## src/rtl/ssm_pkg.sv

```systemverilog
// Package: shared types for the signed sequential multiplier.
// Assumes: nothing beyond standard SystemVerilog.
package ssm_pkg;

    // Controller states: waiting for start, or stepping through multiplier bits
    typedef enum logic [0:0] {
        ST_IDLE = 1'b0,
        ST_RUN  = 1'b1
    } ssm_state_e;

endpackage

```

## src/rtl/ssm_ctrl.sv

```systemverilog
// Module: ssm_ctrl
// Sequences one operation. It accepts start only while idle, runs WIDTH step
// cycles, flags the final step so the datapath can subtract, and registers a
// one-cycle done pulse after that step.
// Assumes: WIDTH >= 2; start is sampled on the rising edge.
module ssm_ctrl #(
    parameter int WIDTH = 4
) (
    input  logic clk,
    input  logic rst_n,
    input  logic start,
    output logic load,
    output logic step,
    output logic last,
    output logic busy,
    output logic done
);
    import ssm_pkg::*;

    localparam int CW = (WIDTH > 2) ? $clog2(WIDTH) : 1;
    localparam logic [CW-1:0] LAST_IDX = CW'(WIDTH - 1);

    ssm_state_e    state_q;
    logic [CW-1:0] cnt_q;

    // Decode the step strobes from the state and the step counter
    always_comb begin
        load = (state_q == ST_IDLE) && start;
        step = (state_q == ST_RUN);
        last = step && (cnt_q == LAST_IDX);
        busy = step;
    end

    // Advance the state, count the steps, and register the done pulse
    always_ff @(posedge clk) begin
        if (!rst_n) begin
            state_q <= ST_IDLE;
            cnt_q   <= '0;
            done    <= 1'b0;
        end else begin
            done <= last;
            unique case (state_q)
                ST_IDLE: begin
                    cnt_q <= '0;
                    if (start) state_q <= ST_RUN;
                end
                ST_RUN: begin
                    if (last) begin
                        state_q <= ST_IDLE;
                        cnt_q   <= '0;
                    end else begin
                        cnt_q <= cnt_q + 1'b1;
                    end
                end
                default: state_q <= ST_IDLE;
            endcase
        end
    end
endmodule

```

## src/rtl/ssm_step_unit.sv

```systemverilog
// Module: ssm_step_unit
// Combinational logic for one multiplier step. If the current multiplier bit
// is 0, it shifts {hi,lo} right arithmetically. If the bit is 1, it adds the
// multiplicand to the sign-extended upper half, or subtracts it on the final
// step, and writes the (WIDTH+1)-bit sum one position to the right. One cycle
// therefore both adds and shifts.
// Assumes: hi, lo and mc are two's complement; a (WIDTH+1)-bit sum never
// overflows, so its top bit is the true sign.
module ssm_step_unit #(
    parameter int WIDTH = 4
) (
    input  logic [WIDTH-1:0] hi,
    input  logic [WIDTH-1:0] lo,
    input  logic [WIDTH-1:0] mc,
    input  logic             last,
    output logic [WIDTH-1:0] hi_nxt,
    output logic [WIDTH-1:0] lo_nxt
);
    localparam int EW = WIDTH + 1;

    logic [EW-1:0] hi_ext;
    logic [EW-1:0] mc_ext;
    logic [EW-1:0] sum;

    // Sign-extend both addends and form the sum or difference
    always_comb begin
        hi_ext = {hi[WIDTH-1], hi};
        mc_ext = {mc[WIDTH-1], mc};
        sum    = last ? (hi_ext - mc_ext) : (hi_ext + mc_ext);
    end

    // Choose between the plain arithmetic shift and the shifted sum
    always_comb begin
        if (lo[0]) begin
            hi_nxt = sum[EW-1:1];
            lo_nxt = {sum[0], lo[WIDTH-1:1]};
        end else begin
            hi_nxt = {hi[WIDTH-1], hi[WIDTH-1:1]};
            lo_nxt = {hi[0], lo[WIDTH-1:1]};
        end
    end
endmodule

```

## src/rtl/ssm_acc.sv

```systemverilog
// Module: ssm_acc
// Holds the multiplicand and the accumulator. The accumulator's upper half is
// the partial product. Its lower half starts as the multiplier and fills with
// product bits as the steps run. Load clears the upper half and captures both
// operands. Each step writes the values from the step unit.
// Assumes: load and step are never high together.
module ssm_acc #(
    parameter int WIDTH = 4
) (
    input  logic             clk,
    input  logic             rst_n,
    input  logic             load,
    input  logic             step,
    input  logic [WIDTH-1:0] mcand,
    input  logic [WIDTH-1:0] mplier,
    input  logic [WIDTH-1:0] hi_nxt,
    input  logic [WIDTH-1:0] lo_nxt,
    output logic [WIDTH-1:0] hi_q,
    output logic [WIDTH-1:0] lo_q,
    output logic [WIDTH-1:0] mc_q
);
    // Capture operands on load; write the step result on each step
    always_ff @(posedge clk) begin
        if (!rst_n) begin
            hi_q <= '0;
            lo_q <= '0;
            mc_q <= '0;
        end else if (load) begin
            hi_q <= '0;
            lo_q <= mplier;
            mc_q <= mcand;
        end else if (step) begin
            hi_q <= hi_nxt;
            lo_q <= lo_nxt;
        end
    end
endmodule

```

## src/rtl/sgn_seq_mult.sv

```systemverilog
// Module: sgn_seq_mult
// Top level of the signed sequential multiplier: the controller, the
// accumulator registers and the step unit. The product is the concatenated
// accumulator, valid from done onward.
// Assumes: WIDTH >= 2; start is a synchronous pulse.
module sgn_seq_mult #(
    parameter int WIDTH = 4
) (
    input  logic               clk,
    input  logic               rst_n,
    input  logic               start,
    input  logic [WIDTH-1:0]   mcand,
    input  logic [WIDTH-1:0]   mplier,
    output logic [2*WIDTH-1:0] product,
    output logic               done
);
    logic             load;
    logic             step;
    logic             last;
    logic             busy;
    logic [WIDTH-1:0] hi_q;
    logic [WIDTH-1:0] lo_q;
    logic [WIDTH-1:0] mc_q;
    logic [WIDTH-1:0] hi_nxt;
    logic [WIDTH-1:0] lo_nxt;

    ssm_ctrl #(.WIDTH(WIDTH)) u_ctrl (
        .clk   (clk),
        .rst_n (rst_n),
        .start (start),
        .load  (load),
        .step  (step),
        .last  (last),
        .busy  (busy),
        .done  (done)
    );

    ssm_acc #(.WIDTH(WIDTH)) u_acc (
        .clk    (clk),
        .rst_n  (rst_n),
        .load   (load),
        .step   (step),
        .mcand  (mcand),
        .mplier (mplier),
        .hi_nxt (hi_nxt),
        .lo_nxt (lo_nxt),
        .hi_q   (hi_q),
        .lo_q   (lo_q),
        .mc_q   (mc_q)
    );

    ssm_step_unit #(.WIDTH(WIDTH)) u_step (
        .hi     (hi_q),
        .lo     (lo_q),
        .mc     (mc_q),
        .last   (last),
        .hi_nxt (hi_nxt),
        .lo_nxt (lo_nxt)
    );

    // The product is the upper and lower accumulator halves side by side
    always_comb product = {hi_q, lo_q};
endmodule

```

## config.mk

```make
export PLATFORM = sky130hd
export DESIGN_NAME = sgn_seq_mult
export DESIGN_NICKNAME = d
export VERILOG_FILES = /design/src/rtl/ssm_pkg.sv /design/src/rtl/ssm_ctrl.sv /design/src/rtl/ssm_step_unit.sv /design/src/rtl/ssm_acc.sv /design/src/rtl/sgn_seq_mult.sv
export SDC_FILE = /design/constraint.sdc
export NUM_CORES = 1
export LEC_CHECK = 0
export BUFFER_PORTS_ARGS = -buffer_cell sky130_fd_sc_hd__buf_2
export CAP_MARGIN = 10
export CORE_MARGIN = 1
export CORE_UTILIZATION = 57
export CTS_BUF_LIST = sky130_fd_sc_hd__clkbuf_16
export CTS_CLUSTER_SIZE = 30
export DETAILED_ROUTE_END_ITERATION = 12
export PLACE_DENSITY_LB_ADDON = 0.25
export SETUP_SLACK_MARGIN = 0.05
export SLEW_MARGIN = 5
export SYNTH_ARGS = -nofsm -noshare
export SYNTH_HDL_FRONTEND = slang
export SYNTH_HIERARCHICAL = 1
export SYNTH_SLANG_ARGS = --single-unit
```

## constraint.sdc

```tcl
create_clock -name clk -period 4 [get_ports clk]
set_input_delay 0.2 -clock clk [delete_from_list [all_inputs] [get_ports clk]]
set_output_delay 0.2 -clock clk [all_outputs]
set_load 0.05 [all_outputs]
```

==> key figures, run 1 <==
Worst setup path
  • Worst r2r path cells: 9
  • Reg-to-Reg Start: u_ctrl/busy
  • RR Endpoint: u_acc/hi_q[3]
  • Startpoint types: flop
  • Arr. time, crit path: 2.96 ns
  • Setup crit end kind: flop
  • CP Max Fanout: 13
  • Worst Path Required: 4.13 ns
  • Setup Crit Path Kind: reg -> reg
  • Reg2reg setup slack: 1.16 ns

Floorplanning
  • I/O Pins: 20
  • Core area: 1590 um2
  • Starting Density: 64.5%
  • Die Wd: 44.5 um
  • Num rows: 14
  • Die area: 1980 um2
  • DIE HEIGHT: 44.5 um

Logic synthesis
  • Async SR Flop Fraction: 0%
  • Ys flop type: dfxtp_1
  • Post-synthesis compound-gate area fraction: 10.6%
  • Post-Synth XOR/XNOR Area: 3.41%
  • Synthesis-stage register bit count: 16
  • Post-synth EDFFs: 0
  • Syn nets: 122
  • Yosys cell types: 31
  • Largest family of logic cells by synthesized area: simple AND/OR/NAND/NOR gates
  • Syn_area_per_cell: 9.89 um2
  • Yosys warns: 6
  • Mux contribution to synthesized area: 18.7%
  • Simple logic cell fraction of the synthesized area: 19.2%
  • Cell area after synthesis: 1030 um2
  • Syn Inst Count: 104
  • Post-synthesis sequential area ratio: 31.1%
  • Adder-cell area share of the yosys netlist: 9.25%

Route
  • DR WL/cell: 12.6 um
  • Via Count: 727
  • Drt initial violations: 16
  • Pre-antenna DRT Iters: 4
  • Post-DRT Antenna Nets: 0
  • Vias per cell: 5.05
  • Final wirelength: 1.81 mm
  • Remaining DRCs: 0

Place
  • Buffers on Ports: 19
  • Cells after DPL: 141
  • Dpl hpwl: 1.35 mm
  • Post-place setup slack: 1.23 ns
  • Placed Area: 1100 um2
  • RD Place Congestion: 0.794

STA
  • Slew headroom: 61.2%
  • Final min period: 2.84 ns
  • Worst Tran Pin Value: 0.581 ns
  • Clk_skew: 0.000560 ns
  • Hold Violations, Final: 0
  • Slew Viols, Final: 0
  • Hold_ws: 0.220 ns
  • Setup TNS: 0 ns
  • Final Setup Violations: 0
  • Final Cycle Share: 70.9%
  • RSZ-0062 raised after global routing: no
  • Fmax achieved: 0.353 GHz
  • Worst path setup slack after routing: 1.16 ns

Global routing
  • Global-route wire length before repair: 3.08 mm
  • GRT Util Overall: 21.0%
  • Number of global-route vias before repair: 726
  • Initial antenna violation count: 0
  • Grt ovf: 0
  • Largest net degree at the start of global routing: 14

Final layout
  • NumNets Final: 140
  • Cell Count, Final, Fillers Out: 144
  • Most common cell after layout, fill and taps aside: buf_2
  • Final core utilization: 74.0%
  • Most frequent cells in the layout: buf_2 (19), dfxtp_1 (16), mux2i_1 (11)
  • Antenna cells: 0
  • Cell area after layout: 1180 um2
  • Layout cell share with drive strength beyond 1: 28.3%
  • Area grow syn2layout: 14.7%

Clock tree
  • Number of CTS-inserted buffers: 3
  • CTS Buffer Depth: 2
  • CTS sink cnt: 16
  • Post-cts sizing count: 0
  • Clock transition at the registers of the reported paths: 0.05 ns
  • Post-CTS Setup Bufs: 0
  • CTS tree: yes
  • Hold-fix buffers, CTS: 0
  • CTS Root Cell: clkbuf_16
  • Clock latency on the worst-skew pair: 0.24 ns
  • H-tree depth: 1

Power and ir drop
  • Total power: 0.483 mW
  • Max IR drop VDD: 0.317 mV
  • Pwr dens: 409 nW/um2
  • Static leakage power: 0.578 nW

Min path
  • Worst Hold End: u_acc/mc_q[2]
  • Hold Path Class: in -> reg
  • Hold Crit Depth: 3
  • Min-delay src: mcand[2]

Outcome
  • Outcome: complete, no violations

Job
  • Max-Cap Viols: 0
[Yosys cell counts (all sizes together) (2+ instances only)]
library cell	n	area share, %
dfxtp	16	31
mux2i	11	11
nand2b	9	5.5
nor2	9	3.3
inv	8	2.9
buf	6	4.7
ha	6	7.3
mux2	6	8.0
nor2b	5	3.8
o211a	4	3.9
xnor2	4	3.4
a21oi	2	1.3
and2	2	1.3
and3	2	1.3
nand2	2	0.73
nor3	2	0.97
o21a	2	1.5
[flip-flops by register name, summed over array words and instances (netlist names)]
register and flops:
u_acc/hi_q 4, u_acc/lo_q 4, u_acc/mc_q 4, u_ctrl/cnt_q 2, u_ctrl/busy 1, u_ctrl/done 1
[per-layer routing]
metal / vias up / share of wire (%) / track usage (%)
met5: - / 0 / 0
met2: 15 / 48 / 36.5
met4: 0 / 0.61 / 4.24
met3: 2 / 3.6 / 6.94
li1: 387 / - / -
met1: 323 / 47 / 25.2
[cell type report]
| class | count | area, um2 |
|---|---|---|
| Multi-Input combinational cell | 74 | 629 |
| Fill cell | 115 | 414 |
| Inverter | 8 | 30.0 |
| Clock buffer | 3 | 75.1 |
| Timing Repair Buffer | 19 | 95.1 |
| Sequential cell | 16 | 320 |
| Tap cell | 24 | 30.0 |
[cell families after synthesis]
logic type	after synthesis
AND/OR/NAND/NOR	33
multiplexers	17
flip-flops	16
buffers and inverters	14
AO/OA/AOI/OAI	13
adder cells (fa/ha/maj)	7
XOR/XNOR	4
[how the worst max path moves through the flow]
stage / from / endpoint / slack, ns / depth (start not counted)
3_3_place_gp: u_ctrl/busy / u_acc/hi_q[3] / 1.32 / 9
4_1_cts: u_ctrl/busy / u_acc/hi_q[3] / 1.18 / 9
5_1_grt: u_ctrl/busy / u_acc/hi_q[3] / 1.01 / 9
6_report: u_ctrl/busy / u_acc/hi_q[3] / 1.16 / 9
2_1_floorplan: u_ctrl/cnt_q[0] / u_acc/hi_q[3] / 1.65 / 10
3_5_place_dp: u_ctrl/busy / u_acc/hi_q[3] / 1.23 / 9
[critical path: stages, from the launching register on]
cell and delay, ns:
dfxtp_1 0.68, and2_2 0.30, mux2_2 0.38, fa_1 0.42, nand2b_1 0.17, a21oi_2 0.22, a41oi_1 0.19, o2bb2ai_1 0.16
mux2i_1 0.13, nor2_1 0.06
[where the power goes]
group	internal [mW]	switching [mW]	leakage [nW]
Combinational	0.0555	0.0611	0.410
Sequential	0.169	0.0125	0.131
Clock	0.131	0.0540	0.0370
(Power assumes the default switching activity.)
==> run 2, diff against run 1 <==
--- a/config.mk
+++ b/config.mk
@@ -8,7 +8,7 @@
 export BUFFER_PORTS_ARGS = -buffer_cell sky130_fd_sc_hd__buf_2
 export CAP_MARGIN = 10
 export CORE_MARGIN = 1
-export CORE_UTILIZATION = 57
+export CORE_UTILIZATION = 48
 export CTS_BUF_LIST = sky130_fd_sc_hd__clkbuf_16
 export CTS_CLUSTER_SIZE = 30
 export DETAILED_ROUTE_END_ITERATION = 12
==> constraint.sdc (replaced) <==
create_clock -name clk -period 2.45 [get_ports clk]
set_input_delay 0.1225 -clock clk [delete_from_list [all_inputs] [get_ports clk]]
set_output_delay 0.1225 -clock clk [all_outputs]
set_load 0.05 [all_outputs]
==> run 2 against run 1 <==
Net effect:
- flip-flop and latch count is the same
- clock power grew 71%
- hold slack lost 0.083 ns
- critical endpoint unchanged
- register-to-register slack lost 0.98 ns
- combinational power grew 88%
- sequential share of layout area shrank 1.4 points
- first-iteration DRC count shrank 69%
- count of clock-buffer cells in the layout is the same
- cell count grew 5.6%
- utilization shrank 11 points
==> key figures, run 2 (synthesis results as in run 1) <==
Power and ir drop
  • Comb pwr share: 26.6% (+2.5 points)
  • Pwr dens: 659 nW/um2 (+61%)
  • Pint: 0.594 mW (+67%)
  • Net Sw Frac: 28.0% (+1.6 points)
  • Sequential Power Share: 35.0% (-2.6 points)
  • Sw power: 0.231 mW (+81%)
  • Max IR drop VDD: 0.421 mV (+33%)
  • Clk pwr share: 38.3% (about the same)
  • Static leakage power: 0.606 nW (+4.8%)

Min path
  • Hold Path Class: in -> reg

Route
  • DR WL/cell: 12.5 um (-0.35%)
  • Post-DRT Antenna Nets: 0 (unchanged)
  • Met3 WL post-DR: 67 um (+3.1%)
  • Pre-antenna DRT Iters: 4 (unchanged)
  • Remaining DRCs: 0 (unchanged)
  • Final wirelength: 1.91 mm (+5.2%)
  • Met2 WL: 988 um (+13%)
  • Drt initial violations: 5 (-11)
  • DR top layer: met4
  • Via Count: 777 (+6.9%)
  • Metal-1 WL: 838 um (-2.4%)
  • Vias per cell: 5.11 (+1.3%)

STA
  • Fmax achieved: 0.441 GHz (+25%)
  • RSZ-0062 raised after global routing: no
  • Final min period: 2.27 ns (-0.571 ns)
  • Slew Viols, Final: 0 (unchanged)
  • Setup TNS: 0 ns (unchanged)
  • Final Cycle Share: 92.5% (+22 points)
  • Hold Violations, Final: 0 (unchanged)
  • Final Setup Violations: 0 (unchanged)
  • Worst Tran Pin Value: 0.481 ns (-0.100 ns)
  • Slew headroom: 67.9% (+6.7 points)
  • Clk_skew: 0.00250 ns (+0.00194 ns)

Final layout
  • Antenna cells: 0 (unchanged)
  • NumNets Final: 144 (+2.9%)
  • Filler cells: 179 (+56%)
  • Largest regs: u_acc/hi_q x4, u_acc/lo_q x4, u_acc/mc_q x4
  • Most frequent cells in the layout: buf_2 (19), dfxtp_1 (14), mux2i_1 (11)
  • Most common cell after layout, fill and taps aside: buf_2
  • Layout cell share with drive strength beyond 1: 36.0% (+7.7 points)
  • Cell area after layout: 1250 um2 (+6.2%)
  • Area grow syn2layout: 21.8%

Global routing
  • Largest net degree at the start of global routing: 14 (unchanged)
  • GRT Util Overall: 18.5% (-2.5 points)
  • Global-route wire length before repair: 2.96 mm (-4.0%)
  • Number of global-route vias before repair: 738 (+1.7%)
  • Initial antenna violation count: 0 (unchanged)
  • Grt ovf: 0 (unchanged)

Worst setup path
  • Setup crit end kind: flop
  • Setup Crit Path Kind: reg -> reg
  • Worst Path Required: 2.63 ns (-1.50 ns)
  • Arr. time, crit path: 2.45 ns (-0.51 ns)
  • CP Max Fanout: 3 (-10)
  • Startpoint types: flop

Floorplanning
  • Num rows: 16 (+2)
  • Die Wd: 48.3 um (+8.6%)
  • Starting Density: 51.9% (-13 points)
  • Die area: 2330 um2 (+18%)
  • Core area: 1980 um2 (+24%)
  • DIE HEIGHT: 48.3 um (+8.6%)
  • I/O Pins: 20 (unchanged)

Clock tree
  • CTS Buffer Depth: 2 (unchanged)
  • CTS sink cnt: 16 (unchanged)
  • Clock latency on the worst-skew pair: 0.24 ns (about the same)
  • Clock transition at the registers of the reported paths: 0.05 ns (about the same)
  • CTS tree: yes
  • H-tree depth: 1 (unchanged)
  • CTS Root Cell: clkbuf_16
  • Hold-fix buffers, CTS: 0 (unchanged)
  • Number of CTS-inserted buffers: 3 (unchanged)

Outcome
  • Outcome: complete, no violations

Place
  • Dpl hpwl: 1.35 mm (about the same)
  • RD Place Congestion: 0.860 (+8.3%)
  • Placed Area: 1130 um2 (+2.4%)
  • Buffers on Ports: 19 (unchanged)

Job
  • Max-Cap Viols: 0 (unchanged)
run 2: cell types whose count changed in the layout (fill, tap and decap cells not counted), sizes merged:
cell / before / now
buf: 19 / 23
clkinv: 0 / 1
run 2: power by group through the flow:
stage                     logic [mW]  registers [mW]  clock network, mW
after floorplan                0.144           0.318                  0
after global placement         0.194           0.293                  0
after detailed placement       0.200           0.294                  0
after CTS                      0.204           0.289              0.322
after global routing           0.240           0.292              0.330
final                          0.220           0.289              0.317
run 2: per-stage QoR:
| step | setup slack, ns | utilization [%] | power, mW | instances | hold WS (ns) |
|---|---|---|---|---|---|
| global route | 0.0532 | 63.2 | 0.862 | 152 | 0.163 |
| floorplan | 0.101 | - | 0.462 | 104 | 0.251 |
| CTS | 0.0786 | 61.7 | 0.815 | 152 | 0.138 |
| global placement | 0.0885 | 57.1 | 0.488 | 147 | 0.378 |
| finish | 0.185 | 63.2 | 0.826 | 152 | 0.137 |
| detailed placement | 0.00609 | 57.1 | 0.494 | 147 | 0.391 |
run 2: per-layer routing:
metal  track usage (%)  vias to the layer above
li1                  -                      394
met1              20.3                      365
met2              32.5                       16
met3              5.93                        2
met4              7.78                        0
met5                 0                        -
run 2: final cells by class:
cell class	instances	area, um2	share of cell area [%]
Sequential cell	16	323	25.8
Multi-Input combinational cell	74	662	52.8
Tap cell	27	33.8	2.70
Clock buffer	3	75.1	5.99
Inverter	8	30.0	2.40
Clock inverter	1	3.75	0.300
Timing Repair Buffer	23	125	9.99
run 2: path summary, 6_finish.rpt:
check,to,slack (ns),from,cells past startpoint
worst max register to register,u_acc/hi_q[3],0.18,u_ctrl/cnt_q[0],10
worst min-delay path,u_acc/mc_q[1],0.14,mcand[1],3
worst min register to register,u_ctrl/cnt_q[0],0.41,u_ctrl/cnt_q[0],1
worst max-delay path,u_acc/hi_q[3],0.18,u_ctrl/cnt_q[0],10
run 2: timing repair:
action | CTS | global route
pin swaps | 2 | 2
setup buffers | 1 | 0
resized for setup | 2 | 6
setup endpoints to repair | 1 | 2
run 2: critical path: stages, from the launching register on:
cell and delay (ns):
dfxtp_2 0.33, ha_2 0.16, and2_2 0.15, mux2_2 0.36, fa_2 0.38, nand2b_4 0.16
a21oi_4 0.18, mux2i_1 0.20, o2bb2ai_1 0.12, mux2i_1 0.08, nor2_1 0.09
